**src/rtl/sum_fmt_pkg.sv**
```systemverilog
package sum_fmt_pkg;

  localparam int FMT_CODE_W = 3;
  localparam int SHIFT_W    = 2;

  typedef struct packed {
    logic               unsigned_out;
    logic [SHIFT_W-1:0] shift;
  } fmt_cfg_t;

  // upper code bit picks the unsigned narrow range, low bits pick the shift
  function automatic fmt_cfg_t decode_fmt(input logic [FMT_CODE_W-1:0] code);
    fmt_cfg_t c;
    c.unsigned_out = code[FMT_CODE_W-1];
    c.shift        = code[SHIFT_W-1:0];
    return c;
  endfunction

endpackage

```
**src/rtl/sum_fmt_lane.sv**
```systemverilog
module sum_fmt_lane
  import sum_fmt_pkg::*;
#(
  parameter int IN_W     = 14,
  parameter int OUT_W    = 11,
  parameter int NARROW_W = 8
) (
  input  fmt_cfg_t               cfg,
  input  logic signed [IN_W-1:0] din,
  output logic [OUT_W-1:0]       dout
);

  // wide enough that neither the input nor the clamp limits overflow
  localparam int WW = ((IN_W > OUT_W) ? IN_W : OUT_W) + 1;
  localparam logic signed [WW-1:0] SMAX = WW'((2 ** (OUT_W - 1)) - 1);
  localparam logic signed [WW-1:0] SMIN = -SMAX - WW'(1);
  localparam logic signed [WW-1:0] UMAX = WW'((2 ** NARROW_W) - 1);

  logic signed [WW-1:0] wide;
  logic signed [WW-1:0] scaled;

  always_comb begin
    wide   = WW'(din);
    scaled = wide >>> cfg.shift;
    if (cfg.unsigned_out) begin
      if (scaled < 0)         dout = '0;
      else if (scaled > UMAX) dout = OUT_W'(UMAX);
      else                    dout = OUT_W'(scaled[NARROW_W-1:0]);
    end else begin
      if (scaled > SMAX)      dout = OUT_W'(SMAX);
      else if (scaled < SMIN) dout = OUT_W'(SMIN);
      else                    dout = scaled[OUT_W-1:0];
    end
  end

endmodule

```
**src/rtl/sum_pair_ctrl.sv**
```systemverilog
module sum_pair_ctrl (
  input  logic clk,
  input  logic rst_n,
  input  logic in_valid,
  input  logic in_pol,
  input  logic p1_busy,
  input  logic p2_busy,
  output logic in_ready,
  output logic take_first,
  output logic take_second,
  output logic phase
);

  logic accept;

  // phase = 1 means a polarisation-1 word is held and its partner is awaited
  assign in_ready    = ~phase | (~p1_busy & ~p2_busy);
  assign accept      = in_valid & in_ready;
  assign take_first  = accept & ~in_pol;
  assign take_second = accept & in_pol & phase;

  always_ff @(posedge clk) begin
    if (!rst_n)           phase <= 1'b0;
    else if (take_first)  phase <= 1'b1;
    else if (take_second) phase <= 1'b0;
  end

endmodule

```
**src/rtl/sum_chan_valid.sv**
```systemverilog
module sum_chan_valid (
  input  logic clk,
  input  logic rst_n,
  input  logic load,
  input  logic ready,
  output logic valid
);

  always_ff @(posedge clk) begin
    if (!rst_n)     valid <= 1'b0;
    else if (load)  valid <= 1'b1;
    else if (ready) valid <= 1'b0;
  end

endmodule

```
**src/rtl/sum_fmt_demux.sv**
```systemverilog
module sum_fmt_demux
  import sum_fmt_pkg::*;
#(
  parameter int NLANE    = 3,
  parameter int IN_W     = 14,
  parameter int OUT_W    = 11,
  parameter int NARROW_W = 8
) (
  input  logic                   clk,
  input  logic                   rst_n,
  input  logic [FMT_CODE_W-1:0]  fmt_sel,
  input  logic                   in_valid,
  output logic                   in_ready,
  input  logic                   in_pol,
  input  logic [NLANE*IN_W-1:0]  in_sum,
  output logic                   p1_valid,
  input  logic                   p1_ready,
  output logic [NLANE*OUT_W-1:0] p1_data,
  output logic                   p2_valid,
  input  logic                   p2_ready,
  output logic [NLANE*OUT_W-1:0] p2_data
);

  localparam int NCHAN = 2;

  fmt_cfg_t          cfg;
  logic              take_first;
  logic              take_second;
  logic              phase_q;
  logic [NCHAN-1:0]  ch_ready;
  logic [NCHAN-1:0]  ch_valid;

  assign cfg = decode_fmt(fmt_sel);

  sum_pair_ctrl u_ctrl (
    .clk        (clk),
    .rst_n      (rst_n),
    .in_valid   (in_valid),
    .in_pol     (in_pol),
    .p1_busy    (ch_valid[0]),
    .p2_busy    (ch_valid[1]),
    .in_ready   (in_ready),
    .take_first (take_first),
    .take_second(take_second),
    .phase      (phase_q)
  );

  assign ch_ready = {p2_ready, p1_ready};

  for (genvar c = 0; c < NCHAN; c++) begin : g_chan
    sum_chan_valid u_valid (
      .clk  (clk),
      .rst_n(rst_n),
      .load (take_second),
      .ready(ch_ready[c]),
      .valid(ch_valid[c])
    );
  end

  assign p1_valid = ch_valid[0];
  assign p2_valid = ch_valid[1];

  for (genvar k = 0; k < NLANE; k++) begin : g_lane
    logic [OUT_W-1:0] fmt_word;
    logic [OUT_W-1:0] hold_q;
    logic [OUT_W-1:0] c1_q;
    logic [OUT_W-1:0] c2_q;

    sum_fmt_lane #(
      .IN_W    (IN_W),
      .OUT_W   (OUT_W),
      .NARROW_W(NARROW_W)
    ) u_fmt (
      .cfg (cfg),
      .din (in_sum[k*IN_W +: IN_W]),
      .dout(fmt_word)
    );

    always_ff @(posedge clk) begin
      if (!rst_n) begin
        hold_q <= '0;
        c1_q   <= '0;
        c2_q   <= '0;
      end else begin
        if (take_first) hold_q <= fmt_word;
        if (take_second) begin
          c1_q <= hold_q;
          c2_q <= fmt_word;
        end
      end
    end

    assign p1_data[k*OUT_W +: OUT_W] = c1_q;
    assign p2_data[k*OUT_W +: OUT_W] = c2_q;
  end

endmodule

```
**config.mk**
```make
export PLATFORM = sky130hd
export DESIGN_NAME = sum_fmt_demux
export DESIGN_NICKNAME = d
export VERILOG_FILES = /design/src/rtl/sum_fmt_pkg.sv /design/src/rtl/sum_fmt_lane.sv /design/src/rtl/sum_pair_ctrl.sv /design/src/rtl/sum_chan_valid.sv /design/src/rtl/sum_fmt_demux.sv
export SDC_FILE = /design/constraint.sdc
export NUM_CORES = 1
export LEC_CHECK = 0
export CAP_MARGIN = 10
export CORE_MARGIN = 2
export CORE_UTILIZATION = 57
export DETAILED_ROUTE_END_ITERATION = 8
export DONT_BUFFER_PORTS = 1
export HOLD_SLACK_MARGIN = 0.03
export PLACE_DENSITY = 0.81
export SLEW_MARGIN = 20
export SYNTH_ARGS = -nofsm -noshare
export SYNTH_HDL_FRONTEND = slang
export SYNTH_SLANG_ARGS = --single-unit
```
**constraint.sdc**
```tcl
create_clock -name clk -period 1.7 [get_ports clk]
set_clock_uncertainty 0.2 [all_clocks]
set_input_delay 0.34 -clock clk [delete_from_list [all_inputs] [get_ports clk]]
set_output_delay 0.34 -clock clk [all_outputs]
set_load 0.01 [all_outputs]
```
==> results of run 1 <==
==> worst min-delay path by stage <==
stage	startpoint	to	cells after the start
floorplan	g_lane[1].hold_q[8]	g_lane[1].hold_q[8]	2
global placement	g_lane[1].hold_q[9]	g_lane[1].hold_q[9]	2
detailed placement	g_lane[2].hold_q[8]	g_lane[2].hold_q[8]	2
CTS	rst_n	g_lane[1].hold_q[0]	2
global route	rst_n	g_lane[1].c2_q[0]	2
finish	rst_n	g_lane[1].c1_q[10]	1
==> cell type report <==
| cell class | instances | area (µm²) | share of cell area, % |
|---|---|---|---|
| clock buffer | 9 | 124 | 2.32 |
| clock inverter | 7 | 97.6 | 1.83 |
| inverter | 2 | 7.51 | 0.140 |
| multi-input combinational | 398 | 2670 | 49.9 |
| sequential | 102 | 2040 | 38.2 |
| tap | 105 | 131 | 2.46 |
| timing repair buffer | 27 | 273 | 5.10 |
==> report_power, final <==
part	internal [mW]	switching, mW	total (mW)
clock network	0.728	0.909	1.64
registers	2.46	0.0534	2.52
logic	0.282	0.285	0.567
total	3.47	1.25	4.72
==> placed cells by master, fill, tap and decap left out, types with 2 or more instances in the layout <==
cell         n
o21ai_1      3
o221a_1     16
o211ai_1     5
mux2_2      10
a21o_1       4
nand3_1     19
o2bb2ai_1    6
o21ai_0     45
inv_1        2
dfxtp_1    102
o31ai_1      2
a31oi_1     16
nor2_1      14
buf_4       21
inv_8        3
or2_2        3
buf_6        2
a21boi_1     4
o21bai_1     4
nor2_4       2
mux2i_1     21
nand2b_1     2
a21boi_0    46
nor2b_1     15
a21oi_1     27
nand3_4      2
nand3b_1     2
clkinv_4     2
clkbuf_8     9
o21ai_2      4
mux2_4       3
mux4_2      10
nand2_1    100
buf_12       2
==> metal layers <==
layer | share of wire, % | vias to the layer above
li1 | - | 1953
met5 | 0 | -
met4 | 2.1 | 0
met3 | 8.3 | 18
met1 | 41 | 1893
met2 | 49 | 150
==> flip-flops by register name, indices dropped and copies added (netlist names) <==
register	cells
g_lane.c2_q	33
u_ctrl.phase	1
g_lane.c1_q	33
g_chan.u_valid.valid	2
g_lane.hold_q	33
==> through the flow <==
stage | setup slack, ps | instance area, µm² | power (mW) | TNS, ps
global route | 0.0697 | 5340 | 4.90 | 0
finish | 59.2 | 5340 | 4.72 | 0
detailed placement | -121 | 5080 | 3.12 | -3350
floorplan | -135 | 4940 | 3.05 | -3420
CTS | 30.5 | 5300 | 4.75 | 0
global placement | -59.3 | 5080 | 3.11 | -1700
==> cell families after synthesis <==
| logic type | after synthesis |
|---|---|
| DFF | 102 |
| muxes | 44 |
| AOI/OAI and AO/OA | 190 |
| buffers and inverters | 44 |
| and+or+nand+nor | 164 |
==> worst max-delay path, stage by stage, from the launching register on <==
cell and delay [ps]:
dfxtp_1 340, nor2_1 150, and4_4 370, buf_16 200, o211ai_1 110, a21boi_0 180
==> timing repair <==
item,4_1_cts,5_1_grt
resized for setup,1,4
endpoints found under the setup margin,1,15
pin swaps,0,1
gates cloned,0,1
endpoints found under the hold margin,102,102
==> metrics.csv, run 1 <==
stage;metric;value;unit
detailed_routing;drt total wl;11.9;mm
die;CORE AREA;0.00826;mm²
yosys;#FFs+latches synth;102;
yosys;Synth Area in Adders;0;%
yosys;mux contribution to synthesized area;11.9;%
timing;RSZ-0062 raised after global routing;no;
placement;port bufs;0;
die;area of the die;0.00935;mm²
outcome;failing checks;negative hold slack;
worst_setup_path;crit path kind;register to register;
finish;Post-Layout Cell Count;650;
yosys;xor/xnor share of the synthesized area;0;%
yosys;synthesized area per cell;9.00;µm²
power_and_ir_drop;P per Cell Area;883;mW/mm²
grt;M3 GR Usage;7.80;%
timing;final count of negative-setup-slack endpoints;0;
worst_setup_path;Worst Setup Start Kind;register;
yosys;count leader, synth;dfxtp_1;
grt;grt peak-use layer;met2;
worst_setup_path;crit path max fanout;27;
grt;met1 global-route usage;30.8;%
worst_setup_path;Critical Path Source;g_chan[1].u_valid.valid;
worst_setup_path;required time of the worst setup path;1800;ps
detailed_routing;routed vias/inst;6.18;
detailed_routing;drt drc;0;
timing;Hold Slack;-107;ps
placement;hpwl dp;8.46;mm
grt;first-pass GRT wire length;19.1;mm
yosys;Synth Cell Area;0.00490;mm²
yosys;largest area contributor in the netlist;dfxtp_1;
clock_network;post-CTS setup buffer count;0;
detailed_routing;DR iter-0 viols;277;
yosys;top-area cell type share of the netlist area;41.7;%
grt;initial antenna violation count;0;
clock_network;Reg clk slew, reported paths;110;ps
yosys;Synth Net Count;595;
clock_network;# H-tree levels;3;
detailed_routing;Routed wire per std cell;18.4;µm
grt;vias in the first global route;3780;
placement;global placer's final weighted congestion;0.866;
clock_network;Clock Sinks;102;
worst_setup_path;R2R cell count;5;
run;Max Cap Viol;0;
yosys;Async SR Flop Fraction;0;%
finish;nets@finish;591;
yosys;top_reg_cell synth;dfxtp_1;
outcome;outcome;finished, violations left;
detailed_routing;post-route ant nets;0;
worst_setup_path;CP arrival;1740;ps
die;Die Wd;96.7;µm
grt;met2 GRT Util;41.2;%
clock_network;clock latency at the later pin of the worst-skew pair;370;ps
yosys;Synth Area in Simple Gates;15.4;%
clock_network;total CTS buffers;9;
die;Top Ports;120;
timing;Slew Viols, Final;0;
timing;period utilization;96.5;%
detailed_routing;1st-pass router iterations;5;
timing;Slew headroom;74.5;%
min_path;Hold WC Path Type;input port to register;
yosys;compound-cell area share of the yosys netlist;26.5;%
die;Starting Density;59.3;%
yosys;Synth top cells by count;102 x dfxtp_1, 100 x nand2_1, 46 x a21boi_0;
finish;Syn-to-layout area delta;9.15;%
finish;# fillers;689;
detailed_routing;via total after detailed routing;4014;
finish;layout cell share with drive strength beyond 1;15.2;%
yosys;register area share after synthesis;41.7;%
clock_network;root buf cell;clkbuf_8;
finish;post-layout util;64.7;%
yosys;Area contributors post-synth;dfxtp_1 42%, nand2_1 7.7%, a21boi_0 7.1%;
worst_setup_path;r2r setup slk;60;ps
placement;placed instance count;633;
die;# rows;33;
timing;f_max;0.609;GHz
yosys;EDFF count, synth;0;
worst_setup_path;reg2reg start;g_chan[1].u_valid.valid;
yosys;Ys Warns;0;
timing;minimum clock period;1640;ps
grt;total track usage;24.9;%
grt;pin count of the biggest net entering global routing;105;
yosys;Synth cell types;42;
clock_network;CTS tree;done;
worst_setup_path;Reg2Reg Capture Point;g_lane[2].c2_q[9];
worst_setup_path;crit path to;g_lane[2].c2_q[9];
clock_network;Clock Path Buffers;2;
die;Die H;96.7;µm
worst_setup_path;CP endpoint kind;register;
timing;Worst-Margin Slew;378;ps
finish;n_diodes;0;
power_and_ir_drop;leakage power;1.90;nW
grt;grt ovf;0;
power_and_ir_drop;VDD IR-drop max;456;µV
timing;endpoints failing hold;102;
yosys;synthesized instance count;544;
yosys;largest family of logic cells by synthesized area;compound AO/OA/AOI/OAI gates;
(Power assumes the default switching activity.)
==> inputs of run 2 (changes only) <==
CORE_UTILIZATION = 58   (was 57)
PLACE_DENSITY = 0.82   (was 0.81)
SYNTH_HIERARCHICAL = 1   (was default)
==> run 2 against run 1 <==
- the run still ends with negative hold slack left
- via count fell by 6.4%
- cell area up 11%
- maximum frequency shrank 3.0%
- critical path type unchanged
==> metrics.csv, run 2 <==
stage;metric;value;unit;change
outcome;outcome;finished, violations left;;unchanged
outcome;failing checks;negative hold slack;;unchanged
yosys;Async SR Flop Fraction;0;%;unchanged
grt;initial antenna violation count;0;;unchanged
worst_setup_path;CP endpoint kind;register;;unchanged
finish;nets@finish;594;;was 591
timing;Slew headroom;67.9;%;was 74.5%
timing;minimum clock period;1690;ps;was 1640 ps
yosys;synthesized area per cell;10.3;µm²;was 9.00 µm²
clock_network;Clock Sinks;102;;unchanged
yosys;Synth cell types;30;;was 42
yosys;Synth Area in Simple Gates;17.5;%;was 15.4%
detailed_routing;1st-pass router iterations;6;;was 5
timing;final count of negative-setup-slack endpoints;0;;unchanged
worst_setup_path;required time of the worst setup path;1750;ps;was 1800 ps
power_and_ir_drop;leakage power;2.12;nW;was 1.90 nW
yosys;largest area contributor in the netlist;dfxtp_1;;unchanged
finish;Syn-to-layout area delta;7.04;%;was 9.15%
detailed_routing;drt drc;0;;unchanged
detailed_routing;Routed wire per std cell;17.6;µm;was 18.4 µm
power_and_ir_drop;register share of total power;53.1;%;was 53.3%
yosys;top_reg_cell synth;dfxtp_1;;unchanged
die;Die H;102;µm;was 96.7 µm
finish;Post-Layout Cell Count;677;;was 650
clock_network;CTS tree;done;;unchanged
yosys;Synth Net Count;592;;was 595
power_and_ir_drop;combinational share of power;13.8;%;was 12.0%
yosys;#FFs+latches synth;102;;unchanged
grt;total track usage;21.6;%;was 24.9%
timing;Slew Viols, Final;0;;unchanged
clock_network;hold buffers post-CTS;3;;
worst_setup_path;CP peak stage delay;350;ps;was 370 ps
clock_network;Clock Path Buffers;2;;unchanged
detailed_routing;routed vias/inst;5.55;;was 6.18
detailed_routing;post-route ant nets;0;;unchanged
die;Top Ports;120;;unchanged
finish;layout cell share with drive strength beyond 1;15.3;%;was 15.2%
yosys;Synth Cell Area;0.00556;mm²;was 0.00490 mm²
yosys;Synth top cells by count;141 x mux2i_1, 108 x nor2b_1, 102 x dfxtp_1;;was 102 x dfxtp_1, 100 x nand2_1, 46 x a21boi_0
worst_setup_path;critical path's slowest cell;dfxtp_2;;was and4_4
timing;setup_tns;0;ps;unchanged
power_and_ir_drop;P_int;3.39;mW;was 3.47 mW
placement;placed instance count;645;;was 633
timing;Worst-Margin Slew;481;ps;was 378 ps
placement;global placer's final weighted congestion;0.853;;was 0.866
yosys;EDFF count, synth;0;;unchanged
yosys;top-area cell type share of the netlist area;36.7;%;was 41.7%
power_and_ir_drop;P per Cell Area;788;mW/mm²;was 883 mW/mm²
detailed_routing;via total after detailed routing;3758;;was 4014
timing;period utilization;99.5;%;was 96.5%
run;Max Cap Viol;0;;unchanged
yosys;Ys Warns;6;;was 0
grt;pin count of the biggest net entering global routing;104;;was 105
yosys;mux contribution to synthesized area;28.2;%;was 11.9%
worst_setup_path;delay-heaviest family, CP;simple AND/OR/NAND/NOR gates;;unchanged
worst_setup_path;Worst Setup Start Kind;register;;unchanged
finish;Final Cell Area;0.00595;mm²;was 0.00534 mm²
yosys;Area contributors post-synth;dfxtp_1 37%, mux2i_1 25%, nor2b_1 12%;;was dfxtp_1 42%, nand2_1 7.7%, a21boi_0 7.1%
clock_network;clock latency at the later pin of the worst-skew pair;370;ps;about the same
power_and_ir_drop;clock power share;33.1;%;was 34.7%
detailed_routing;DR iter-0 viols;108;;was 277
timing;endpoints failing hold;101;;was 102
power_and_ir_drop;P_sw;1.30;mW;was 1.25 mW
min_path;Hold WC Path Type;input port to register;;unchanged
worst_setup_path;buffers and inverters on the worst path;2;;was 1
clock_network;Reg clk slew, reported paths;100;ps;was 110 ps
yosys;xor/xnor share of the synthesized area;0;%;unchanged
placement;hpwl dp;8.22;mm;was 8.46 mm
finish;top flop regs;g_lane.c1_q x33, g_lane.c2_q x33, g_lane.hold_q x33;;unchanged
worst_setup_path;worst-path cell chain;nor3b_2 -> and3_4 -> buf_4 -> buf_6 -> mux2i_1 -> nor2b_1;;was nor2_1 -> and4_4 -> buf_16 -> o211ai_1 -> a21boi_0
placement;port bufs;0;;unchanged
worst_setup_path;crit path kind;register to register;;unchanged
yosys;register area share after synthesis;36.7;%;was 41.7%
placement;placed instance area;0.00550;mm²;was 0.00508 mm²
clock_network;# H-tree levels;3;;unchanged
die;Starting Density;59.9;%;was 59.3%
timing;Hold Slack;-108;ps;was -107 ps
grt;grt ovf;0;;unchanged
clock_network;root buf cell;clkbuf_8;;unchanged
yosys;compound-cell area share of the yosys netlist;11.3;%;was 26.5%
die;CORE AREA;0.00928;mm²;was 0.00826 mm²
finish;commonest non-fill, non-tap cells in the layout;137 x mux2i_1, 108 x nor2b_1, 100 x dfxtp_1;;was 102 x dfxtp_1, 100 x nand2_1, 46 x a21boi_0
power_and_ir_drop;Sw Share;27.7;%;was 26.4%
finish;commonest non-fill, non-tap cell in the layout;mux2i_1;;was dfxtp_1
yosys;Synth Area in Adders;0;%;unchanged
worst_setup_path;CP arrival;1750;ps;was 1740 ps
power_and_ir_drop;VDD IR-drop max;469;µV;was 456 µV
worst_setup_path;crit path max fanout;6;;was 27
timing;f_max;0.591;GHz;was 0.609 GHz
yosys;synthesized instance count;541;;was 544
die;# rows;35;;was 33
die;area of the die;0.0104;mm²;was 0.00935 mm²
yosys;count leader, synth;mux2i_1;;was dfxtp_1
grt;first-pass GRT wire length;17.8;mm;was 19.1 mm
finish;n_diodes;0;;unchanged
die;Die Wd;102;µm;was 96.7 µm
detailed_routing;drt total wl;11.9;mm;about the same
timing;RSZ-0062 raised after global routing;yes;;was no
clock_network;total CTS buffers;9;;unchanged
grt;vias in the first global route;3570;;was 3780
yosys;largest family of logic cells by synthesized area;multiplexers;;was compound AO/OA/AOI/OAI gates
-- run 2: cell count changes after synthesis, moves of 15 or more --
cell / delta
nand2_1: -69
mux2i_1: +120
nand3_1: -19
o221a_1: -16
o21ai_1: +34
a31oi_1: -16
o21ai_0: -29
a21boi_0: -46
clkbuf_1: -15
a21oi_1: -22
nor2b_1: +93
-- run 2: logic make-up after synthesis --
kind of cell	count (synthesis)
muxes	153
DFF	102
and+or+nand+nor	157
AOI/OAI and AO/OA	94
buffers and inverters	35
-- run 2: what timing repair did --
action | in CTS | in global routing
resized for setup | 0 | 12
hold endpoints to repair | 102 | 101
endpoints found under the setup margin | 0 | 26
buffers inserted | 0 | 7
-- run 2: final timing paths --
path	cells after the start	start	slack, ps	end
max	6	g_chan[1].u_valid/valid	9	g_lane[0].c2_q[7]
min	1	rst_n	-110	g_chan[0].u_valid/valid
max reg2reg	6	g_chan[1].u_valid/valid	9	g_lane[0].c2_q[7]
min reg2reg	2	g_lane[1].hold_q[7]	330	g_lane[1].c1_q[7]
-- run 2: layout make-up --
class                      instances  area [µm²]
fill                             785        3330
multi-input combinational        404        3190
sequential                       102        2040
timing repair buffer              26         353
tap                              129         161
clock buffer                      10         138
clock inverter                     6        63.8
-- run 2: power by group through the flow --
stage | sequential, mW | clock [mW] | combinational (mW)
5_1_grt | 2.50 | 1.68 | 0.703
3_3_place_gp | 2.54 | 0 | 0.591
6_report | 2.49 | 1.55 | 0.646
2_1_floorplan | 2.53 | 0 | 0.610
3_5_place_dp | 2.55 | 0 | 0.612
4_1_cts | 2.49 | 1.58 | 0.617
-- run 2: routing by layer --
metal | global-route usage (%) | vias to the layer above | part of all wire, %
met2 | 36.9 | 112 | 48
met1 | 26.2 | 1761 | 43
met4 | 6.56 | 0 | 1.2
li1 | - | 1875 | -
met3 | 6.84 | 10 | 7.6
met5 | 0 | - | 0
-- run 2: worst reg2reg max path, stage by stage (launching register included) --
cell and delay, ps:
dfxtp_2 350, nor3b_2 200, and3_4 270, buf_4 150, buf_6 140, mux2i_1 210, nor2b_1 70
-- run 2: through the flow --
step / power [mW] / util [%] / setup WS (ps)
2_1_floorplan: 3.14 / - / 1.97
3_3_place_gp: 3.14 / 59.3 / 0.560
3_5_place_dp: 3.16 / 59.3 / -63.7
4_1_cts: 4.69 / 61.8 / 43.2
5_1_grt: 4.88 / 64.1 / -90.1
6_report: 4.69 / 64.1 / 9.06
